### src/rtl/fz_pkg.sv
package fz_pkg;

    typedef enum logic [2:0] {
        ST_IDLE,
        ST_WR,
        ST_RD,
        ST_CHK,
        ST_DONE
    } fz_state_e;

    typedef enum logic {
        PH_HDR,
        PH_DATA
    } fz_phase_e;

    typedef struct packed {
        logic       two;
        logic [7:0] b0;
        logic [7:0] b1;
    } fz_hdr_t;

    function automatic logic [2:0] zero_count(input logic [3:0] m);
        logic [2:0] n;
        n = 3'd0;
        for (int i = 0; i < 4; i++)
            if (!m[i]) n = n + 3'd1;
        return n;
    endfunction

    function automatic fz_hdr_t build_hdr(input logic [6:0] sec, input logic [3:0] m);
        fz_hdr_t h;
        if (sec[6:4] != 3'd0) begin
            h.two = 1'b1;
            h.b0  = {sec[2:0], 5'b01111};
            h.b1  = {sec[6:3], m};
        end else begin
            h.two = 1'b0;
            h.b0  = {sec[3:0], m};
            h.b1  = 8'hFF;
        end
        return h;
    endfunction

endpackage

### src/rtl/fz_hdr_gen.sv
module fz_hdr_gen
    import fz_pkg::*;
#(
    parameter int ADDR_W = 9
) (
    input  logic [6:0]        sec,
    input  logic [3:0]        mask_n,
    input  logic [ADDR_W-1:0] base,
    output fz_hdr_t           hdr,
    output logic [ADDR_W-1:0] after
);
    logic [2:0] nwords;

    always_comb begin
        hdr    = build_hdr(sec, mask_n);
        nwords = zero_count(mask_n);
        after  = base + ADDR_W'(hdr.two ? 2 : 1) + ADDR_W'({nwords, 1'b0});
    end
endmodule

### src/rtl/fz_word_pick.sv
module fz_word_pick (
    input  logic [3:0] mask_n,
    input  logic [2:0] from,
    output logic       found,
    output logic [1:0] idx
);
    logic [3:0] cand;

    for (genvar w = 0; w < 4; w++) begin : g_cand
        assign cand[w] = !mask_n[w] && (3'(w) >= from);
    end

    always_comb begin
        found = |cand;
        idx   = 2'd0;
        for (int w = 3; w >= 0; w--)
            if (cand[w]) idx = 2'(w);
    end
endmodule

### src/rtl/fz_retry_ctr.sv
module fz_retry_ctr #(
    parameter int RETRY_MAX = 3
) (
    input  logic clk,
    input  logic rst,
    input  logic clr,
    input  logic inc,
    output logic at_limit
);
    localparam int RC_W = $clog2(RETRY_MAX + 2);

    logic [RC_W-1:0] cnt;

    always_ff @(posedge clk) begin
        if (rst || clr)
            cnt <= '0;
        else if (inc)
            cnt <= cnt + RC_W'(1);
    end

    assign at_limit = (cnt == RC_W'(RETRY_MAX));
endmodule

### src/rtl/fuse_pkt_prog.sv
module fuse_pkt_prog
    import fz_pkg::*;
#(
    parameter int ADDR_W    = 9,
    parameter int RETRY_MAX = 3
) (
    input  logic              clk,
    input  logic              rst,
    input  logic              start,
    input  logic [ADDR_W-1:0] start_addr,
    input  logic [6:0]        section,
    input  logic [3:0]        word_en_n,
    input  logic [63:0]       data,
    output logic              busy,
    output logic              done,
    output logic              ok,
    output logic [3:0]        bad_words,
    output logic [ADDR_W-1:0] next_addr,
    output logic              fz_wr,
    output logic              fz_rd,
    output logic [ADDR_W-1:0] fz_addr,
    output logic [7:0]        fz_wdata,
    input  logic [7:0]        fz_rdata
);
    fz_state_e         st;
    fz_phase_e         ph;
    logic [ADDR_W-1:0] addr_q, next_q, next_new;
    logic              hsel, bsel, ok_q;
    logic [1:0]        wsel;
    logic [3:0]        mask_q, bad_q;
    logic [63:0]       data_q;
    fz_hdr_t           hdr_q, hdr_new;
    logic [7:0]        cur_byte;
    logic [2:0]        pick_from;
    logic              pick_found, at_limit, accept, rd_erased, retry_inc;
    logic [1:0]        pick_idx;

    fz_hdr_gen #(.ADDR_W(ADDR_W)) u_hdr (
        .sec(section), .mask_n(word_en_n), .base(start_addr),
        .hdr(hdr_new), .after(next_new)
    );

    assign pick_from = (ph == PH_HDR) ? 3'd0 : ({1'b0, wsel} + 3'd1);

    fz_word_pick u_pick (
        .mask_n(mask_q), .from(pick_from), .found(pick_found), .idx(pick_idx)
    );

    assign accept    = (st == ST_IDLE) && start;
    assign rd_erased = (fz_rdata == 8'hFF);
    assign retry_inc = (st == ST_CHK) && (ph == PH_HDR) && rd_erased && !at_limit;

    fz_retry_ctr #(.RETRY_MAX(RETRY_MAX)) u_retry (
        .clk(clk), .rst(rst), .clr(accept), .inc(retry_inc), .at_limit(at_limit)
    );

    always_comb begin
        if (ph == PH_HDR)
            cur_byte = hsel ? hdr_q.b1 : hdr_q.b0;
        else
            cur_byte = data_q[{wsel, bsel, 3'b000} +: 8];
    end

    always_ff @(posedge clk) begin
        if (rst) begin
            st     <= ST_IDLE;
            ph     <= PH_HDR;
            addr_q <= '0;
            next_q <= '0;
            hsel   <= 1'b0;
            bsel   <= 1'b0;
            wsel   <= 2'd0;
            mask_q <= 4'hF;
            data_q <= '0;
            hdr_q  <= '0;
            ok_q   <= 1'b0;
            bad_q  <= 4'hF;
        end else begin
            case (st)
                ST_IDLE: begin
                    if (start) begin
                        addr_q <= start_addr;
                        next_q <= next_new;
                        hdr_q  <= hdr_new;
                        mask_q <= word_en_n;
                        data_q <= data;
                        ph     <= PH_HDR;
                        hsel   <= 1'b0;
                        ok_q   <= 1'b0;
                        bad_q  <= 4'hF;
                        st     <= ST_WR;
                    end
                end
                ST_WR: st <= ST_RD;
                ST_RD: st <= ST_CHK;
                ST_CHK: begin
                    if (ph == PH_HDR) begin
                        if (rd_erased) begin
                            st <= at_limit ? ST_DONE : ST_WR;
                        end else if (fz_rdata != cur_byte) begin
                            st <= ST_DONE;
                        end else begin
                            addr_q <= addr_q + ADDR_W'(1);
                            if (hdr_q.two && !hsel) begin
                                hsel <= 1'b1;
                                st   <= ST_WR;
                            end else if (pick_found) begin
                                ph   <= PH_DATA;
                                wsel <= pick_idx;
                                bsel <= 1'b0;
                                st   <= ST_WR;
                            end else begin
                                ok_q <= 1'b1;
                                st   <= ST_DONE;
                            end
                        end
                    end else begin
                        if (fz_rdata != cur_byte) bad_q[wsel] <= 1'b0;
                        addr_q <= addr_q + ADDR_W'(1);
                        if (!bsel) begin
                            bsel <= 1'b1;
                            st   <= ST_WR;
                        end else if (pick_found) begin
                            wsel <= pick_idx;
                            bsel <= 1'b0;
                            st   <= ST_WR;
                        end else begin
                            ok_q <= 1'b1;
                            st   <= ST_DONE;
                        end
                    end
                end
                ST_DONE: st <= ST_IDLE;
                default: st <= ST_IDLE;
            endcase
        end
    end

    assign busy      = (st != ST_IDLE);
    assign done      = (st == ST_DONE);
    assign fz_wr     = (st == ST_WR);
    assign fz_rd     = (st == ST_RD);
    assign fz_addr   = addr_q;
    assign fz_wdata  = cur_byte;
    assign ok        = ok_q;
    assign bad_words = bad_q;
    assign next_addr = next_q;
endmodule

### config.mk
export PLATFORM = sky130hd
export DESIGN_NAME = fuse_pkt_prog
export DESIGN_NICKNAME = d
export VERILOG_FILES = /design/src/rtl/fz_pkg.sv /design/src/rtl/fz_hdr_gen.sv /design/src/rtl/fz_word_pick.sv /design/src/rtl/fz_retry_ctr.sv /design/src/rtl/fuse_pkt_prog.sv
export SDC_FILE = /design/constraint.sdc
export NUM_CORES = 1
export LEC_CHECK = 0
export ABC_CLOCK_PERIOD_IN_PS = 4580
export CORE_MARGIN = 2
export CORE_UTILIZATION = 40
export CTS_BUF_LIST = sky130_fd_sc_hd__clkbuf_4
export DETAILED_ROUTE_END_ITERATION = 7
export HOLD_SLACK_MARGIN = 0.12
export PLACE_DENSITY = 0.61
export SYNTH_ARGS = -nofsm -noshare
export SYNTH_HDL_FRONTEND = slang
export SYNTH_SLANG_ARGS = --single-unit
### constraint.sdc
create_clock -name clk -period 4.58 [get_ports clk]
set_input_delay 0.687 -clock clk [delete_from_list [all_inputs] [get_ports clk]]
set_output_delay 0.687 -clock clk [all_outputs]
set_load 0.02 [all_outputs]
==> results of run 1 <==
[worst max-delay path, delay by kind of cell, from the launching register on]
kind,cells,cell delay (ns)
multiplexers,1,0.68
AND/OR/NAND/NOR,1,0.18
buffers and inverters,1,0.60
AO/OA/AOI/OAI,1,0.14
flip-flops,1,0.91
[power breakdown]
| part | total, mW | internal (mW) | switching, mW |
|---|---|---|---|
| Clock | 0.818 | 0.442 | 0.377 |
| Combinational | 0.580 | 0.266 | 0.314 |
| Sequential | 1.18 | 1.12 | 0.0569 |
[kinds of logic (layout without fill, tap and decap cells)]
group                      count (synthesis)  after routing  synth area share, %
and+or+nand+nor                          313            313                 23.0
AOI/OAI and AO/OA                        162            162                 17.4
DFF                                      119            119                 39.9
buffers and inverters                     71            186                 5.14
muxes                                     32             32                 7.46
adders and majority gates                 19             19                 4.23
xor gates and xnor gates                  18             18                 2.89
[final timing paths]
check	startpoint	end	depth (start not counted)
max	bsel$_SDFFE_PP0P_	fz_wdata[6]	4
min	data_q[29]$_SDFFE_PP0P_	data_q[29]$_SDFFE_PP0P_	2
max reg2reg	bsel$_SDFFE_PP0P_	fz_addr[5]$_SDFFE_PP0P_	8
min reg2reg	data_q[29]$_SDFFE_PP0P_	data_q[29]$_SDFFE_PP0P_	2
[per-stage QoR]
step | utilization [%] | power, mW | area [sq um] | cells
floorplan | - | 1.54 | 5970 | 734
global placement | 50.3 | 1.77 | 7310 | 1001
detailed placement | 50.3 | 1.78 | 7310 | 1001
CTS | 52.4 | 2.60 | 7610 | 1033
global route | 52.4 | 2.72 | 7610 | 1033
finish | 52.4 | 2.58 | 7610 | 1033
[cell type report]
| class | count | area [sq um] | area share (%) |
|---|---|---|---|
| inverter | 18 | 67.6 | 0.887 |
| sequential | 119 | 2380 | 31.3 |
| clock buffer | 20 | 150 | 1.97 |
| timing repair buffer | 136 | 1340 | 17.6 |
| clock inverter | 12 | 158 | 2.07 |
| tap | 184 | 230 | 3.02 |
| multi-input combinational | 544 | 3280 | 43.1 |
[flip-flops by register name, summed over array words and instances, names as in the netlist]
register     flops
bad_words        4
mask_q           4
next_addr        9
ph               1
bsel             1
hdr_q           17
data_q          64
u_retry.cnt      3
hsel             1
ok               1
wsel             2
fz_addr          9
st               3
[routing by layer]
metal | GRT usage [%] | up-vias | part of all wire, %
li1 | - | 2755 | -
met4 | 6.21 | 0 | 1.4
met2 | 33.9 | 165 | 47
met3 | 5.23 | 25 | 5.7
met1 | 26.9 | 2621 | 45
met5 | 0 | - | 0
[cells in the final DEF (no fill, tap or decap), types with 15 or more instances in the layout]
| master | count |
|---|---|
| nor2_1 | 58 |
| a21oi_1 | 88 |
| dfxtp_1 | 119 |
| clkdlybuf4s50_1 | 128 |
| nand3_1 | 15 |
| nor3_1 | 28 |
| mux2i_1 | 22 |
| inv_1 | 17 |
| nand2_1 | 166 |
| clkbuf_4 | 20 |
| ha_1 | 17 |
==> flow_metrics.py, run 1 <==
metrics = {
    "floorplan": {
        "core_region_area_sq_mm": 0.0145,
        "rows": 44,
        "dieHeight_um": 126,
        "die-area_sq_mm": 0.0159,
        "die_w_um": 126,
        "start_util_pct": 41.1,
        "io_pins": 130,
    },
    "min_path": {
        "holdCritPathClass": "flop to flop",
    },
    "synthesis": {
        "ys_seq_area_share_pct": 39.9,
        "synth_area_leader_cell": "dfxtp_1",
        "yosys_register_bits": 119,
        "synth_edf_count": 0,
        "syn_area_sq_mm": 0.00597,
        "yosysMostFrequentCell": "nand2_1",
        "synth_common_cells": "nand2_1 (167), dfxtp_1 (119), a21oi_1 (88)",
        "synthTopCellsByArea": "dfxtp_1 (40%), nand2_1 (11%), a21oi_1 (7.4%), mux2i_1 (3.7%), nor2_1 (3.6%)",
        "synthDominantCellAreaShare_pct": 39.9,
        "synthArstFlopShare_pct": 0,
        "avgSynthCellArea_sq_um": 8.13,
        "ys.flop_type": "dfxtp_1",
        "synthCells": 734,
        "synth_cell_types": 61,
        "syn_nets": 848,
        "synthesis.yosys.warnings": 0,
    },
    "finish": {
        "area_growth_syn_to_layout_pct": 27.6,
        "num-fill-cells": 1436,
        "diodes": 0,
        "nets": 950,
        "drive_gt1_share_pct": 6.71,
    },
    "sta": {
        "hold_viol": 0,
        "fmax_mhz": 269,
        "maxSlewHeadroom_pct": 17.6,
        "tightest_slew_ns": 1.24,
        "fin_worst_skew_ns": 0.0128,
        "fin_ws_ns": 0.865,
        "timing.final.crit_share_pct": 81.1,
        "hold_slack_ns": 0.459,
        "slew_viol_final": 0,
        "finalSetupViolCount": 0,
        "rsz0062_at_grt": "false",
        "fin_tns_setup_ns": 0,
        "post-route-min-period_ns": 3.72,
    },
    "clocking": {
        "htree_levels": 4,
        "cts_buffers": 17,
        "hold_buffers": 0,
        "cts_setup_buffers": 0,
        "cts_sinks": 119,
        "tritoncts": "built",
        "clk_latency_ns": 0.52,
        "ctsResizeCount": 0,
        "clock-root-buffer": "clkbuf_4",
        "clock_path_buffers": 2,
        "clk_pin_slew_worst_paths_ns": 0.10,
    },
    "route": {
        "routed_wl_mm": 16.7,
        "vias_per_cell": 5.39,
        "drtAntennaViolNets": 0,
        "drt_iter0_markers": 360,
        "drc": 0,
        "firstDrtPassIters": 5,
        "wl_per_cell_um": 16.2,
        "routed-via-count": 5566,
    },
    "grt": {
        "grt_first_pass_wirelength_mm": 26.2,
        "overflow": 0,
        "gr-usage-all-layers_pct": 20.7,
        "grt_max_degree": 115,
        "antenna_found_initial": 0,
        "grt_pass1_vias": 5128,
    },
    "critical_path": {
        "crit_type": "flop to primary output",
        "crit_slowest_cell": "dfxtp_1",
        "cp.required_ns": 3.89,
        "worst_setup_path_end_kind": "primary output",
        "cp_cell_sequence": "mux4_1 -> nand2_1 -> a31oi_4 -> clkdlybuf4s50_1",
        "slowest_delay_ns": 0.91,
        "cp-start-kind": "flop",
        "reg2reg_slack_ns": 1.30,
        "cp_max_fo": 15,
        "arrival_ns": 3.03,
    },
    "placed_design": {
        "portBuffers": 129,
        "dpl_worst_slack_ns": 0.377,
        "dpl.hpwl_mm": 12.1,
        "gp_congestion": 0.859,
    },
    "power_and_ir_drop": {
        "p_leak_nw": 2.82,
        "ir_drop_v": 0.000140,
        "cellPowerDensity_mw_per_mm2": 338,
    },
    "status": {
        "status": "completed",
    },
    "run": {
        "cap_violations": 0,
    },
}
(Power assumes the default switching activity.)
==> run 2, diff against run 1 <==
ABC_CLOCK_PERIOD_IN_PS = 3000   (was 4580)
PLACE_DENSITY = 0.64   (was 0.61)
clock period = 3 ns   (was 4.58 ns; I/O delays follow)
==> run 2 against run 1 <==
Against the previous run:
- design area grew 3.9%
- critical path depth grew 1
- global-route usage grew 0.89 points
- utilization grew 2.1 points
- worst hold slack lost 0.12 ns
- wire length grew 2.0%
- flip-flop and latch count is the same
- sequential share of layout area shrank 1.1 points
- clock skew grew 0.0015 ns
- first-iteration DRC count grew 8.1%
- critical path type unchanged
- critical endpoint is now fz_wdata[3]
==> flow_metrics.py, run 2 (synthesized netlist as in run 1, its figures left out) <==
metrics = {
    "power_and_ir_drop": {
        "p_total_mw": 4.10,
        "cellPowerDensity_mw_per_mm2": 518,
        "p_leak_nw": 3.01,
        "ir_drop_v": 0.000264,
    },
    "sta": {
        "hold_slack_ns": 0.337,
        "hold_viol": 0,
        "finalSetupViolCount": 0,
        "fin_tns_setup_ns": 0,
        "timing.final.crit_share_pct": 96.5,
        "fin_worst_skew_ns": 0.0144,
        "tightest_slew_ns": 0.739,
        "rsz0062_at_grt": "false",
        "fmax_mhz": 345,
        "slew_viol_final": 0,
        "maxSlewHeadroom_pct": 50.7,
        "post-route-min-period_ns": 2.90,
    },
    "finish": {
        "drive_gt1_share_pct": 10.6,
        "final_common_cell": "nand2_1",
        "regMostFlops": "data_q",
        "final_cell_mix": "nand2_1 (166), clkdlybuf4s50_1 (119), dfxtp_1 (116)",
        "largest_reg_flops": 64,
        "reg_top3": "data_q x64, hdr_q x17",
        "nets": 970,
        "fin_cells": 1054,
        "postLayoutCoreUtil_pct": 54.4,
        "area_growth_syn_to_layout_pct": 32.6,
    },
    "floorplan": {
        "rows": 44,
        "dieHeight_um": 126,
        "die_w_um": 126,
        "core_region_area_sq_mm": 0.0145,
        "die-area_sq_mm": 0.0159,
        "io_pins": 130,
        "start_util_pct": 41.1,
    },
    "clocking": {
        "htree_levels": 4,
        "clock_path_buffers": 2,
        "tritoncts": "built",
        "clk_pin_slew_worst_paths_ns": 0.10,
        "cts_buffers": 17,
        "clock-root-buffer": "clkbuf_4",
        "cts_sinks": 119,
        "clk_latency_ns": 0.54,
    },
    "grt": {
        "gr-usage-all-layers_pct": 21.6,
        "grt_max_degree": 70,
        "grt_first_pass_wirelength_mm": 27.4,
        "overflow": 0,
        "grt_pass1_vias": 5468,
        "antenna_found_initial": 1,
    },
    "route": {
        "drt_iter0_markers": 389,
        "routed-via-count": 5681,
        "routed_wl_mm": 17.0,
        "wl_per_cell_um": 16.2,
        "drc": 0,
        "drtAntennaViolNets": 0,
        "vias_per_cell": 5.39,
        "firstDrtPassIters": 5,
    },
    "critical_path": {
        "cp_max_fo": 26,
        "crit_type": "flop to primary output",
        "worst_setup_path_end_kind": "primary output",
        "cp.required_ns": 2.55,
        "arrival_ns": 2.45,
        "cp-start-kind": "flop",
    },
    "placed_design": {
        "dpl.hpwl_mm": 12.6,
        "portBuffers": 129,
        "gp_congestion": 0.883,
        "dp.cells": 1019,
    },
    "run": {
        "cap_violations": 0,
    },
    "status": {
        "status": "completed",
    },
    "min_path": {
        "holdCritPathClass": "primary input to flop",
    },
}
-- run 2: changes by cell type in the layout (fill, tap and decap cells not counted), moves of 3 or more --
cell,change
dlygate4sd2_1,+5
dfxtp_2,+3
clkdlybuf4s50_1,-9
dlymetal6s2s_1,+4
buf_4,+17
dfxtp_1,-3
buf_12,+3
-- run 2: timing repair --
item                       CTS  global route
setup endpoints to repair   12            14
buffers inserted             2             0
resized for setup           11            11
pin swaps                    2             3
hold buffers                 0             0
-- run 2: final cells by class --
| type | count | area [sq um] |
|---|---|---|
| flip-flops and latches | 119 | 2390 |
| clock buffers | 20 | 150 |
| repair buffers | 156 | 1530 |
| clock inverters | 12 | 181 |
| well taps | 184 | 230 |
| diodes | 1 | 2.50 |
| inverters | 18 | 67.6 |
| multi-input cells | 544 | 3360 |
| fillers | 1410 | 6620 |
-- run 2: worst paths after layout --
kind / startpoint / to / slack [ns] / cells after the start
setup / recovery: bsel$_SDFFE_PP0P_ / fz_wdata[3] / 0.10 / 5
hold reg to reg: data_q[15]$_SDFFE_PP0P_ / data_q[15]$_SDFFE_PP0P_ / 0.46 / 2
hold / removal: word_en_n[0] / mask_q[0]$_SDFFE_PP1P_ / 0.34 / 4
setup reg to reg: bsel$_SDFFE_PP0P_ / wsel[0]$_SDFFE_PP0P_ / 0.17 / 9
-- run 2: critical path, stage by stage (launching register included) --
cell and delay [ns]:
dfxtp_1 0.37, buf_12 0.22, mux2i_1 0.31, a22oi_1 0.16
a31o_2 0.30, clkdlybuf4s50_1 0.55
-- run 2: layer usage --
layer,global-route usage (%),up-vias,wire [um]
met2,35.0,171,8290
met5,0,-,0
met1,28.0,2685,7520
li1,-,2795,-
met3,4.33,30,804
met4,9.24,0,440
-- run 2: stage by stage --
stage / cell area [sq um] / worst slack (ns)
floorplan: 5990 / 0.00655
global placement: 7500 / -0.568
detailed placement: 7500 / -0.695
CTS: 7870 / 0.00937
global route: 7910 / 0.00304
finish: 7910 / 0.104
-- run 2: power breakdown --
group          internal, mW  switching, mW  total (mW)
Combinational         0.451          0.501       0.952
Clock                 0.758          0.584        1.34
Sequential             1.71         0.0920        1.81
Total                  2.92           1.18        4.10
==> run 3, diff against run 2 <==
ABC_AREA = 1   (was unset)
CORE_UTILIZATION = 48   (was 40)
PLACE_DENSITY = 0.75   (was 0.64)
==> run 3 against run 2 <==
Against the previous run:
- sequential share of layout area barely moved
- non-clock buffer count rose by 1
- flip-flop and latch count did not move
- sequential power rose by 3%
- wire length fell by 1.1%
- clock skew rose by 0.0011 ns
- global-route usage rose by 3.9 points
- utilization rose by 11 points
- combinational power rose by 24%
- count of clock-buffer cells in the layout fell by 2
- worst hold slack improved by 0.045 ns
- highest routed layer unchanged
- critical endpoint is now fz_wdata[2]
- synthesized cell count rose by 18%
==> flow_metrics.py, run 3 <==
metrics = {
    "grt": {
        "top_usage_layer": "met2",
        "grt_max_degree": 79,
        "grt_pass1_vias": 5465,
        "grt_first_pass_wirelength_mm": 26.7,
        "antenna_found_initial": 0,
        "overflow": 0,
        "gr-usage-all-layers_pct": 25.5,
        "grt.met2_usage_pct": 41.7,
        "grt_util_met3_pct": 5.91,
        "use_met1_pct": 33.9,
    },
    "synthesis": {
        "synthCells": 865,
        "synthTopCellsByArea": "dfxtp_1 (40%), nand3_1 (11%), nand2_1 (11%), o21ai_0 (8.1%), inv_1 (7.1%)",
        "synth_area_leader_cell": "dfxtp_1",
        "avgSynthCellArea_sq_um": 6.95,
        "yosys_register_bits": 119,
        "synth_cell_types": 40,
        "syn_nets": 979,
        "synth_edf_count": 0,
        "ys_seq_area_share_pct": 39.6,
        "ys.flop_type": "dfxtp_1",
        "synth_common_cells": "nand2_1 (177), nand3_1 (138), dfxtp_1 (119)",
        "syn_area_sq_mm": 0.00602,
        "synthArstFlopShare_pct": 0,
        "yosysMostFrequentCell": "nand2_1",
        "synthDominantCellAreaShare_pct": 39.6,
        "synthesis.yosys.warnings": 0,
    },
    "clocking": {
        "cts_sinks": 119,
        "cts_buffers": 17,
        "hold_buffers": 0,
        "htree_levels": 4,
        "clk_pin_slew_worst_paths_ns": 0.11,
        "tritoncts": "built",
        "clock_path_buffers": 2,
        "clock-root-buffer": "clkbuf_4",
        "clk_latency_ns": 0.54,
    },
    "sta": {
        "finalSetupViolCount": 0,
        "maxSlewHeadroom_pct": 47.4,
        "rsz0062_at_grt": "false",
        "hold_viol": 0,
        "fmax_mhz": 349,
        "timing.final.crit_share_pct": 95.6,
        "hold_slack_ns": 0.383,
        "fin_worst_skew_ns": 0.0155,
        "fin_tns_setup_ns": 0,
        "tightest_slew_ns": 0.789,
        "slew_viol_final": 0,
        "post-route-min-period_ns": 2.87,
    },
    "route": {
        "routed-via-count": 6069,
        "routed_wl_mm": 16.9,
        "drc": 0,
        "firstDrtPassIters": 5,
        "wl_per_cell_um": 14.3,
        "drt_iter0_markers": 524,
        "drtAntennaViolNets": 0,
        "vias_per_cell": 5.17,
    },
    "critical_path": {
        "cp.required_ns": 2.55,
        "worst_setup_path_end_kind": "primary output",
        "cp_cell_sequence": "buf_4 -> nand3_1 -> nand3_1 -> nand3_1 -> nand2_1 -> clkdlybuf4s50_1",
        "arrival_ns": 2.42,
        "critPathCapture": "fz_wdata[2]",
        "critical_path.startpoint": "wsel[0]$_SDFFE_PP0P_",
        "cp_common_cell": "nand3_1",
        "cp-start-kind": "flop",
        "r2r_cells": 16,
        "r2r_start": "bsel$_SDFFE_PP0P_",
        "worst_r2r_endpoint": "bad_words[2]$_SDFFE_PP1P_",
        "reg2reg_slack_ns": 0.62,
        "crit_slowest_cell": "clkdlybuf4s50_1",
        "cp_max_fo": 12,
        "crit_type": "flop to primary output",
        "slowest_delay_ns": 0.62,
    },
    "floorplan": {
        "die-area_sq_mm": 0.0134,
        "rows": 40,
        "dieHeight_um": 116,
        "core_region_area_sq_mm": 0.0121,
        "io_pins": 130,
        "die_w_um": 116,
        "start_util_pct": 49.7,
    },
    "power_and_ir_drop": {
        "netSwitchingFraction_pct": 31.8,
        "seqPwrFrac_pct": 43.2,
        "p_leak_nw": 3.35,
        "ir_drop_v": 0.000379,
        "power_frac_comb_pct": 27.3,
        "switching_power_mw": 1.38,
        "p_int_mw": 2.96,
        "p_total_mw": 4.33,
        "clockPowerShare_pct": 29.5,
        "cellPowerDensity_mw_per_mm2": 548,
    },
    "finish": {
        "reg_top3": "data_q x64, hdr_q x17",
        "final_cell_mix": "nand2_1 (177), nand3_1 (138), clkdlybuf4s50_1 (127)",
        "postLayoutCoreUtil_pct": 65.3,
        "drive_gt1_share_pct": 8.44,
        "final_common_cell": "nand2_1",
        "diodes": 0,
        "regMostFlops": "data_q",
        "area_growth_syn_to_layout_pct": 31.4,
        "nets": 1108,
        "largest_reg_flops": 64,
    },
    "min_path": {
        "hp-start": "word_en_n[1]",
        "hold_depth": 4,
        "holdCritPathClass": "primary input to flop",
    },
    "placed_design": {
        "dpl.hpwl_mm": 12.0,
        "gp_congestion": 0.865,
        "portBuffers": 129,
    },
    "run": {
        "cap_violations": 0,
    },
    "status": {
        "status": "completed",
    },
}
## run 3: cell type report
| type | count | area [sq um] |
|---|---|---|
| clock inverters | 14 | 183 |
| fillers | 1121 | 4210 |
| clock buffers | 18 | 135 |
| flip-flops and latches | 119 | 2380 |
| well taps | 168 | 210 |
| repair buffers | 157 | 1510 |
| inverters | 117 | 444 |
| multi-input cells | 582 | 3040 |
## run 3: worst max-delay path: cells and delay by family, from the launching register on
kind                   cells  cell delay (ns)
flip-flops                 1             0.48
buffers and inverters      2             0.86
AND/OR/NAND/NOR            4             0.53
## run 3: through the flow
step                setup WS (ns)  std cells  instance area (sq um)
floorplan                  0.0889        865                   6020
global placement           -0.534       1143                   7520
detailed placement         -0.600       1143                   7520
CTS                        0.0152       1175                   7860
global route               0.0128       1175                   7910
finish                      0.131       1175                   7910
## run 3: cells by family (layout without fill, tap and decap cells)
family                     count (synthesis)  in the layout  share of synthesized area, %
AOI/OAI and AO/OA                        168            168                          15.4
xor gates and xnor gates                   8              8                          1.16
adders and majority gates                 19             19                          4.20
buffers and inverters                    164            306                          10.9
DFF                                      119            119                          39.6
muxes                                      3              3                         0.499
and+or+nand+nor                          384            384                          28.2
## run 3: routing by layer
metal | routed length (um) | up-vias
li1 | - | 3109
met5 | 0 | -
met3 | 1180 | 17
met4 | 198 | 0
met1 | 7550 | 2736
met2 | 7940 | 207
## run 3: repair_timing
action                     CTS  global route
pin swaps                    3             5
setup endpoints to repair   10            13
gates resized for setup      3            13
setup buffers                0             0
## run 3: worst min-delay path by stage
stage / end
after floorplan: hdr_q[13]$_SDFFE_PP0P_
after global placement: hdr_q[2]$_SDFFE_PP0P_
after detailed placement: next_addr[3]$_SDFFE_PP0P_
after CTS: data_q[1]$_SDFFE_PP0P_
after global routing: mask_q[0]$_SDFFE_PP1P_
final: hdr_q[9]$_SDFFE_PP0P_
## run 3: power by group through the flow
stage / combinational [mW] / clock (mW) / sequential, mW
floorplan: 0.630 / 0 / 1.95
global placement: 1.14 / 0 / 1.90
detailed placement: 1.16 / 0 / 1.90
CTS: 1.17 / 1.30 / 1.87
global route: 1.32 / 1.37 / 1.89
finish: 1.18 / 1.28 / 1.87
